==> config.mk <==
export PLATFORM = sky130hd
export DESIGN_NAME = cvs_sched
export DESIGN_NICKNAME = d
export VERILOG_FILES = /design/src/rtl/cvs_pkg.sv /design/src/rtl/cvs_state.sv /design/src/rtl/cvs_gap.sv /design/src/rtl/cvs_accum.sv /design/src/rtl/cvs_sched.sv
export SDC_FILE = /design/constraint.sdc
export NUM_CORES = 1
export LEC_CHECK = 0
export BUFFER_PORTS_ARGS = -buffer_cell sky130_fd_sc_hd__buf_2
export CAP_MARGIN = 30
export CORE_MARGIN = 2
export CORE_UTILIZATION = 60
export DETAILED_ROUTE_END_ITERATION = 10
export PLACE_DENSITY = 0.85
export SYNTH_ARGS = -nofsm -noshare
export SYNTH_HDL_FRONTEND = slang
export SYNTH_SLANG_ARGS = --single-unit
export TNS_END_PERCENT = 1
==> constraint.sdc <==
create_clock -name clk -period 4.5 [get_ports clk]
set_input_delay 0.225 -clock clk [delete_from_list [all_inputs] [get_ports clk]]
set_output_delay 0.225 -clock clk [all_outputs]
set_load 0.02 [all_outputs]
==> src/rtl/cvs_pkg.sv <==
`timescale 1ns/1ps
package cvs_pkg;

    // Start event passed from the control path to the accumulators.
    typedef struct packed {
        logic fire;      // a task starts this cycle
        logic has_prev;  // an earlier start exists since reset
    } issue_t;

endpackage

==> src/rtl/cvs_state.sv <==
`timescale 1ns/1ps
module cvs_state #(
    parameter int CV_W = 16
) (
    input  logic            clk,
    input  logic            rst,
    input  logic            cv_load,
    input  logic [CV_W-1:0] cv_in,
    input  logic            req,
    output logic            grant,
    output logic [CV_W-1:0] state,
    output logic [CV_W-1:0] cv_q
) ;

    logic [CV_W-1:0] st_q;
    logic [CV_W-1:0] st_nxt;

    // Bit 0 describes the distance to the current cycle.
    assign grant = req & ~st_q[0];

    // Per bit: take the neighbour above, merge the vector on a start.
    for (genvar k = 0; k < CV_W; k++) begin : g_bit
        if (k == CV_W - 1) begin : g_top
            assign st_nxt[k] = grant & cv_q[k];
        end else begin : g_mid
            assign st_nxt[k] = st_q[k+1] | (grant & cv_q[k]);
        end
    end

    always_ff @(posedge clk) begin
        if (rst) begin
            st_q <= '0;
            cv_q <= '0;
        end else begin
            st_q <= st_nxt;
            if (cv_load) begin
                cv_q <= cv_in;
            end
        end
    end

    assign state = st_q;

endmodule

==> src/rtl/cvs_gap.sv <==
`timescale 1ns/1ps
module cvs_gap #(
    parameter int GAP_W = 16
) (
    input  logic             clk,
    input  logic             rst,
    input  logic             fire,
    output logic [GAP_W-1:0] gap,
    output logic             seen
);

    localparam logic [GAP_W-1:0] GAP_MAX = {GAP_W{1'b1}};

    logic [GAP_W-1:0] gap_q;
    logic             seen_q;

    always_ff @(posedge clk) begin
        if (rst) begin
            gap_q  <= '0;
            seen_q <= 1'b0;
        end else if (fire) begin
            gap_q  <= {{(GAP_W-1){1'b0}}, 1'b1};
            seen_q <= 1'b1;
        end else if (gap_q != GAP_MAX) begin
            gap_q  <= gap_q + 1'b1;
        end
    end

    assign gap  = gap_q;
    assign seen = seen_q;

endmodule

==> src/rtl/cvs_accum.sv <==
`timescale 1ns/1ps
module cvs_accum
    import cvs_pkg::*;
#(
    parameter int GAP_W = 16,
    parameter int SUM_W = 32,
    parameter int CNT_W = 16
) (
    input  logic             clk,
    input  logic             rst,
    input  issue_t           ev,
    input  logic [GAP_W-1:0] gap,
    output logic [SUM_W-1:0] lat_sum,
    output logic [CNT_W-1:0] start_cnt
);

    localparam logic [SUM_W-1:0] SUM_MAX = {SUM_W{1'b1}};
    localparam logic [CNT_W-1:0] CNT_MAX = {CNT_W{1'b1}};

    logic [SUM_W-1:0] sum_q;
    logic [CNT_W-1:0] cnt_q;
    logic [SUM_W:0]   sum_wide;
    logic [SUM_W-1:0] sum_sat;

    // One extra bit catches the carry; a carry pins the sum at its top.
    assign sum_wide = {1'b0, sum_q} + (SUM_W+1)'(gap);
    assign sum_sat  = sum_wide[SUM_W] ? SUM_MAX : sum_wide[SUM_W-1:0];

    always_ff @(posedge clk) begin
        if (rst) begin
            sum_q <= '0;
            cnt_q <= '0;
        end else if (ev.fire) begin
            if (cnt_q != CNT_MAX) begin
                cnt_q <= cnt_q + 1'b1;
            end
            if (ev.has_prev) begin
                sum_q <= sum_sat;
            end
        end
    end

    assign lat_sum   = sum_q;
    assign start_cnt = cnt_q;

endmodule

==> src/rtl/cvs_sched.sv <==
`timescale 1ns/1ps
module cvs_sched
    import cvs_pkg::*;
#(
    parameter int CV_W  = 16,
    parameter int GAP_W = 16,
    parameter int SUM_W = 32,
    parameter int CNT_W = 16
) (
    input  logic             clk,
    input  logic             rst,
    input  logic             cv_load,
    input  logic [CV_W-1:0]  cv_in,
    input  logic             req,
    output logic             grant,
    output logic [CV_W-1:0]  state,
    output logic [SUM_W-1:0] lat_sum,
    output logic [CNT_W-1:0] start_cnt
);

    logic [CV_W-1:0]  cv_q;
    logic [GAP_W-1:0] gap;
    logic             seen;
    issue_t           ev;

    cvs_state #(.CV_W(CV_W)) u_state (
        .clk     (clk),
        .rst     (rst),
        .cv_load (cv_load),
        .cv_in   (cv_in),
        .req     (req),
        .grant   (grant),
        .state   (state),
        .cv_q    (cv_q)
    );

    cvs_gap #(.GAP_W(GAP_W)) u_gap (
        .clk  (clk),
        .rst  (rst),
        .fire (grant),
        .gap  (gap),
        .seen (seen)
    );

    assign ev.fire     = grant;
    assign ev.has_prev = seen;

    cvs_accum #(.GAP_W(GAP_W), .SUM_W(SUM_W), .CNT_W(CNT_W)) u_accum (
        .clk       (clk),
        .rst       (rst),
        .ev        (ev),
        .gap       (gap),
        .lat_sum   (lat_sum),
        .start_cnt (start_cnt)
    );

endmodule

==> impl_results.md, run 1 <==
- Startpoint types: flop
- Total Routing Usage GR: 0.263
- H-tree level count: 3
- Via count: 4272
- Initial Utilization: 0.615
- Ys flop type: dfxtp_1
- Min cycle time layout: 2.73 ns
- Finished Layout Cells: 725
- Longest Clk Path Bufs: 2
- Setup crit end kind: flop
- Max_slew headroom: 0.412
- CTS tree: built
- Final Core Density: 0.706
- Largest net degree at the start of global routing: 84
- Critical path data arrival time: 2.94 ns
- Netlist Area Pre-Place: 0.00473 mm²
- CTS Buf Count: 9
- Met1 Use GR: 0.326
- Antenna Diode Count: 0
- First-pass GRT wire length: 18400 µm
- DP Worst Slack: 1.76 ns
- Die width: 92.8 µm
- Post-CTS resize count: 0
- Final ANT Viol Nets: 0
- VDD IR max: 0.222 mV
- Mapped Cells: 544
- Pwr/cell area: 316 mW/mm²
- Setup Buffers After CTS: 0
- # rows: 32
- Synth Warn #: 0
- Number of global-route vias before repair: 4096
- Hold_sp: cv_in[6]
- Clk slew on worst S/H paths: 0.09 ns
- Required @ worst endpoint: 4.71 ns
- P&R area growth vs syn: 14.8%
- Core area: 0.00769 mm²
- Worst r2r src: u_gap.gap[0]$_SDFFE_PP0P_
- Crit Path Class: flop to flop
- Met2 Usage GRT: 0.448
- Critical-path cell list: ha_1 > fa_1 > a211oi_1 > o211ai_1 > a21o_2 > a21o_1 > nand2_1 > a311oi_1
- Post-synth EDFFs: 0
- Worst stage delay on the critical path: 0.43 ns
- I/O pin cnt: 85
- Reg-to-reg slack, setup: 1.77 ns
- 1st-pass router iterations: 4
- Placed instance area: 0.00520 mm²
- Setup TNS: 0 ns
- CP max FO: 14
- Hold/Removal Path Class: primary input to flop
- Unique masters post-synth: 55
- Slowest-stage cell, CP: fa_1
- DR WL/cell: 15.3 µm
- Final setup fails: 0
- GR Util met3: 0.0586
- Cells after DPL: 710
- Largest area contributor in the netlist: dfxtp_1
- Synth top area share: 0.411
- Nets@finish: 658
- Sequential cell area fraction in the yosys report: 0.411
- Fin crit share: 0.607
- Max-slew violations: 0
- Number of synthesized register bits: 97
- Seq. cell area: 0.00194 mm²
- Vias per std cell: 5.89
- Gr ovfl total: 0
- Worst-Margin Slew: 0.876 ns
- Pwr Total: 1.72 mW
- Peak Freq: 366 MHz
- Clock Skews: 0.00788 ns
- Dpl hpwl: 8040 µm
- Reg-to-Reg End: u_accum.lat_sum[13]$_SDFFE_PP0P_
- RSZ-0062 raised after global routing: false
- I/O Buffers: 84
- Initial antenna violation count: 0
- Mean cell area of the mapped netlist: 8.69 µm²
- Fill count: 613
- Hold depth: 3
- Drt total wl: 11100 µm
- Die height: 92.8 µm
- Hold Vio Cnt, Final: 0
- Max Cap Violations: 0
- Cells taking the most area after synthesis: dfxtp_1 41%, nor2_1 6.9%, ha_1 4.8%, xor2_1 4.3%, mux2i_1 4.2%
- Most frequent cells in the layout: 97 x dfxtp_1, 87 x nor2_1, 84 x buf_2
- Async set-reset flop share out of synthesis: 0
- Clock Latency Late Sink: 0.36 ns
- Commonest non-fill, non-tap cell in the layout: dfxtp_1
- Hold Buf Count CTS: 0
- Final instance area: 0.00542 mm²
- Hold_ws: 0.0908 ns
- Leak Pwr: 2.23 nW
- # DRC: 0
- Clock sinks: 97
- GP Congestion: 0.943
- Layout cells sized above 1: 0.181
- Root Buffer: clkbuf_8
- Top Usage Layer GRT: met2
- Post-Syn Nets: 583
- Final setup margin: 1.77 ns
- Die ar.: 0.00860 mm²
- Area of the multi-input gates: 0.00267 mm²
- DRT iter0 DRCs: 202
- Endpoint, Worst Hold: u_state.cv_q[6]$_SDFFE_PP0P_
- Outcome: completed
- Reg2reg path depth: 8
metal layers:
metal  routed length, µm  vias up
li1                    -     2127
met1                5000     1990
met2                5170      136
met3                 673       19
met4                 218        0
met5                   0        -
synthesized netlist by cell type, types with 2 or more instances:
cell type,count
clkbuf_1,17
nor4_1,7
a221oi_1,2
nor3_1,12
o21ai_0,17
nand2b_1,3
nand3_1,28
o21a_1,2
or4_1,2
xnor2_1,16
o211ai_2,2
xor2_1,23
nand3b_1,2
a21oi_1,39
a31oi_1,11
o31ai_1,4
nor2b_1,2
o21bai_1,2
ha_1,18
a211oi_1,8
a21o_1,4
and4_1,3
o211ai_1,2
inv_1,7
a311oi_1,14
buf_2,4
dfxtp_1,97
nor2_1,87
or3_1,7
o41ai_1,2
mux2i_1,20
nand2_1,33
and2_1,3
nor3b_1,2
and3_1,11
a31oi_2,3
nand4_1,10
power breakdown:
group | total, mW | internal (mW) | switching (mW)
clock network | 0.640 | 0.329 | 0.311
registers | 0.910 | 0.888 | 0.0228
logic | 0.165 | 0.0613 | 0.104
flip-flops by register name, summed over array words and instances (netlist names):
register / count
u_accum.lat_sum: 32
u_state.state: 16
u_gap.seen: 1
u_gap.gap: 16
u_accum.start_cnt: 16
u_state.cv_q: 16
kinds of logic after synthesis:
family | share of synthesized area
muxes | 0.0424
adders and majority gates | 0.0519
and+or+nand+nor | 0.220
xor gates and xnor gates | 0.0723
AOI/OAI and AO/OA | 0.179
DFF | 0.411
buffers and inverters | 0.0241
critical path, delay by kind of cell, from the launching register on:
family	cells	cell delay (ns)
AOI/OAI and AO/OA	5	1.16
adders and majority gates	2	0.67
DFF	1	0.35
and+or+nand+nor	1	0.39
how the worst max path moves through the flow:
stage / startpoint / to / slack [ns]
after floorplan: u_accum.lat_sum[0]$_SDFFE_PP0P_ / u_accum.lat_sum[19]$_SDFFE_PP0P_ / 2.05
after global placement: u_gap.gap[0]$_SDFFE_PP0P_ / u_accum.lat_sum[11]$_SDFFE_PP0P_ / 1.94
after detailed placement: u_gap.gap[0]$_SDFFE_PP0P_ / u_accum.lat_sum[15]$_SDFFE_PP0P_ / 1.76
after CTS: u_gap.gap[0]$_SDFFE_PP0P_ / u_accum.lat_sum[4]$_SDFFE_PP0P_ / 1.75
after global routing: u_gap.gap[0]$_SDFFE_PP0P_ / u_accum.lat_sum[9]$_SDFFE_PP0P_ / 1.56
final: u_gap.gap[0]$_SDFFE_PP0P_ / u_accum.lat_sum[13]$_SDFFE_PP0P_ / 1.77
final cells by class:
class / count / share of cell area
clock buffers: 10 / 0.0254
clock inverters: 5 / 0.0157
inverters: 7 / 0.00484
multi-input cells: 418 / 0.492
flip-flops and latches: 97 / 0.358
well taps: 102 / 0.0235
repair buffers: 86 / 0.0803
Power figures use the tool's default switching activity.
==> run 2: changes to the inputs <==
--- a/config.mk
+++ b/config.mk
@@ -8,9 +8,9 @@
 export BUFFER_PORTS_ARGS = -buffer_cell sky130_fd_sc_hd__buf_2
 export CAP_MARGIN = 30
 export CORE_MARGIN = 2
-export CORE_UTILIZATION = 60
+export CORE_UTILIZATION = 50
 export DETAILED_ROUTE_END_ITERATION = 10
-export PLACE_DENSITY = 0.85
+export PLACE_DENSITY = 0.76
 export SYNTH_ARGS = -nofsm -noshare
 export SYNTH_HDL_FRONTEND = slang
 export SYNTH_SLANG_ARGS = --single-unit
==> constraint.sdc (replaced) <==
create_clock -name clk -period 2.5 [get_ports clk]
set_input_delay 0.125 -clock clk [delete_from_list [all_inputs] [get_ports clk]]
set_output_delay 0.125 -clock clk [all_outputs]
set_load 0.02 [all_outputs]
==> impl_results.md, run 2 (synthesis gave the netlist of run 1 again) <==
- Number of global-route vias before repair: 4138 (+1.0%)
- H-tree level count: 3 (unchanged)
- Clock sinks: 97 (unchanged)
- GP Congestion: 0.913 (-3.2%)
- Gr ovfl total: 0 (unchanged)
- Total Routing Usage GR: 0.230 (-0.0327)
- VDD IR max: 0.338 mV (+52%)
- Worst-Margin Slew: 0.836 ns (-0.0391 ns)
- Finished Layout Cells: 760 (+4.8%)
- Crit Path Class: flop to flop
- Die width: 101 µm (+9.1%)
- I/O Buffers: 84 (unchanged)
- DRT iter0 DRCs: 198 (-2.0%)
- P&R area growth vs syn: 19.9%
- Reg-to-reg slack, setup: 0.11 ns (-1.66 ns)
- Max_slew headroom: 0.442 (+0.0306)
- CTS tree: built
- RSZ-0062 raised after global routing: true
- Final instance area: 0.00566 mm² (+4.4%)
- Seq. cell area: 0.00194 mm² (unchanged)
- Required @ worst endpoint: 2.80 ns (-1.91 ns)
- Final Core Density: 0.616 (-0.0896)
- Layout cells sized above 1: 0.205 (+0.0236)
- Worst Setup EP: u_accum.lat_sum[17]$_SDFFE_PP0P_
- Pwr Total: 3.01 mW (+75%)
- Nets@finish: 683 (+3.8%)
- # rows: 35 (+9.4%)
- Critical-path cell list: ha_1 > a211oi_1 > o21ai_4 > a221o_1 > a21boi_1 > o21ai_0 > a31oi_1
- Clk slew on worst S/H paths: 0.10 ns (about the same)
- Reg power frac: 0.544 (+0.013)
- CTS Buf Count: 9 (unchanged)
- Hold_ws: 0.0139 ns (-0.0768 ns)
- Initial antenna violation count: 0 (unchanged)
- Root Buffer: clkbuf_8
- Max reg flops: 32 (unchanged)
- Final ANT Viol Nets: 0 (unchanged)
- Most frequent cells in the layout: 97 x dfxtp_1, 87 x nor2_1, 84 x buf_2
- Internal power: 2.20 mW (+72%)
- Core area: 0.00920 mm² (+20%)
- Peak Freq: 419 MHz (+14%)
- Clock Latency Late Sink: 0.37 ns (about the same)
- Clock Skews: 0.0120 ns (+0.00411 ns)
- CP max FO: 5 (-9)
- Die ar.: 0.0102 mm² (+19%)
- Max-slew violations: 0 (unchanged)
- Outcome: completed
- # DRC: 0 (unchanged)
- Worst stage delay on the critical path: 0.45 ns (+0.02 ns)
- Placed instance area: 0.00534 mm² (+2.6%)
- Setup crit end kind: flop
- Reg2reg path depth: 7 (-1)
- Area of the multi-input gates: 0.00270 mm² (+0.94%)
- Pwr/cell area: 531 mW/mm² (+68%)
- Initial Utilization: 0.514 (-0.101)
- Max Cap Violations: 0 (unchanged)
- Startpoint types: flop
- Longest Clk Path Bufs: 2 (unchanged)
- Die height: 101 µm (+9.1%)
- Combinational Power Share: 0.107 (+0.011)
- Slowest-stage cell, CP: dfxtp_1
- DR WL/cell: 15.0 µm (-1.5%)
- Setup Buffers After CTS: 0 (unchanged)
- I/O pin cnt: 85 (unchanged)
- Dpl hpwl: 8210 µm (+2.1%)
- Via count: 4357 (+2.0%)
- Commonest non-fill, non-tap cell in the layout: dfxtp_1
- Final setup fails: 0 (unchanged)
- Hold Vio Cnt, Final: 0 (unchanged)
- Crit. Startpoint: u_gap.gap[1]$_SDFFE_PP0P_
- Clock share of power: 0.349 (-0.024)
- Leak Pwr: 2.34 nW (+4.9%)
- Fill count: 820 (+34%)
- Net Sw Frac: 0.267 (+0.0125)
- 1st-pass router iterations: 4 (unchanged)
- Critical path data arrival time: 2.68 ns (-0.26 ns)
- Vias per std cell: 5.73 (-2.7%)
- Reg-to-Reg End: u_accum.lat_sum[17]$_SDFFE_PP0P_
- Cells after DPL: 734 (+3.4%)
- Antenna Diode Count: 0 (unchanged)
- Worst r2r src: u_gap.gap[1]$_SDFFE_PP0P_
- DP Worst Slack: 0.0116 ns (-1.75 ns)
- Largest net degree at the start of global routing: 83 (-1.2%)
- Hold/Removal Path Class: primary input to flop
- Setup TNS: 0 ns (unchanged)
- Fin crit share: 0.955 (+0.348)
- Hold depth: 3 (unchanged)
- Min cycle time layout: 2.39 ns (-0.343 ns)
- Final setup margin: 0.112 ns (-1.66 ns)
- Drt total wl: 11400 µm (+3.2%)
- NetSw: 804 µW (+84%)
- First-pass GRT wire length: 19200 µm (+4.0%)
[run 2: what timing repair did]
item / in CTS / in global routing
endpoints found under the hold margin: 10 / 0
setup endpoints to repair: 0 / 31
hold buffers: 10 / 0
gates resized for setup: 0 / 6
[run 2: worst min path at each step]
stage | from | endpoint | slack [ns]
6_report | cv_in[1] | u_state.cv_q[1]$_SDFFE_PP0P_ | 0.01
3_3_place_gp | cv_in[1] | u_state.cv_q[1]$_SDFFE_PP0P_ | 0.36
5_1_grt | cv_in[4] | u_state.cv_q[4]$_SDFFE_PP0P_ | 0.01
3_5_place_dp | cv_in[0] | u_state.cv_q[0]$_SDFFE_PP0P_ | 0.37
4_1_cts | cv_in[4] | u_state.cv_q[4]$_SDFFE_PP0P_ | 0.001
2_1_floorplan | cv_in[15] | u_state.cv_q[15]$_SDFFE_PP0P_ | 0.27
[run 2: cell type report]
| type | count | share of cell area |
|---|---|---|
| clock buffers | 10 | 0.0225 |
| inverters | 7 | 0.00464 |
| multi-input cells | 418 | 0.476 |
| well taps | 111 | 0.0245 |
| flip-flops and latches | 97 | 0.343 |
| clock inverters | 6 | 0.0130 |
| repair buffers | 111 | 0.117 |
[run 2: per-layer routing]
metal	track usage	routed length, µm	vias up
met5	0	0	-
met4	0.0676	140	0
met3	0.0594	673	12
met2	0.382	5390	126
met1	0.296	5220	2038
li1	-	-	2181
[run 2: worst max-delay path, delay by kind of cell (launching register included)]
kind / cells / cell delay, ns
AOI/OAI and AO/OA: 6 / 1.58
adders and majority gates: 1 / 0.29
DFF: 1 / 0.45
[run 2: power by group through the flow]
stage | clock network (mW) | registers, mW | logic, mW
4_1_cts | 1.08 | 1.64 | 0.321
2_1_floorplan | 0 | 1.71 | 0.171
5_1_grt | 1.16 | 1.64 | 0.357
3_3_place_gp | 0 | 1.67 | 0.300
3_5_place_dp | 0 | 1.67 | 0.308
6_report | 1.05 | 1.64 | 0.322
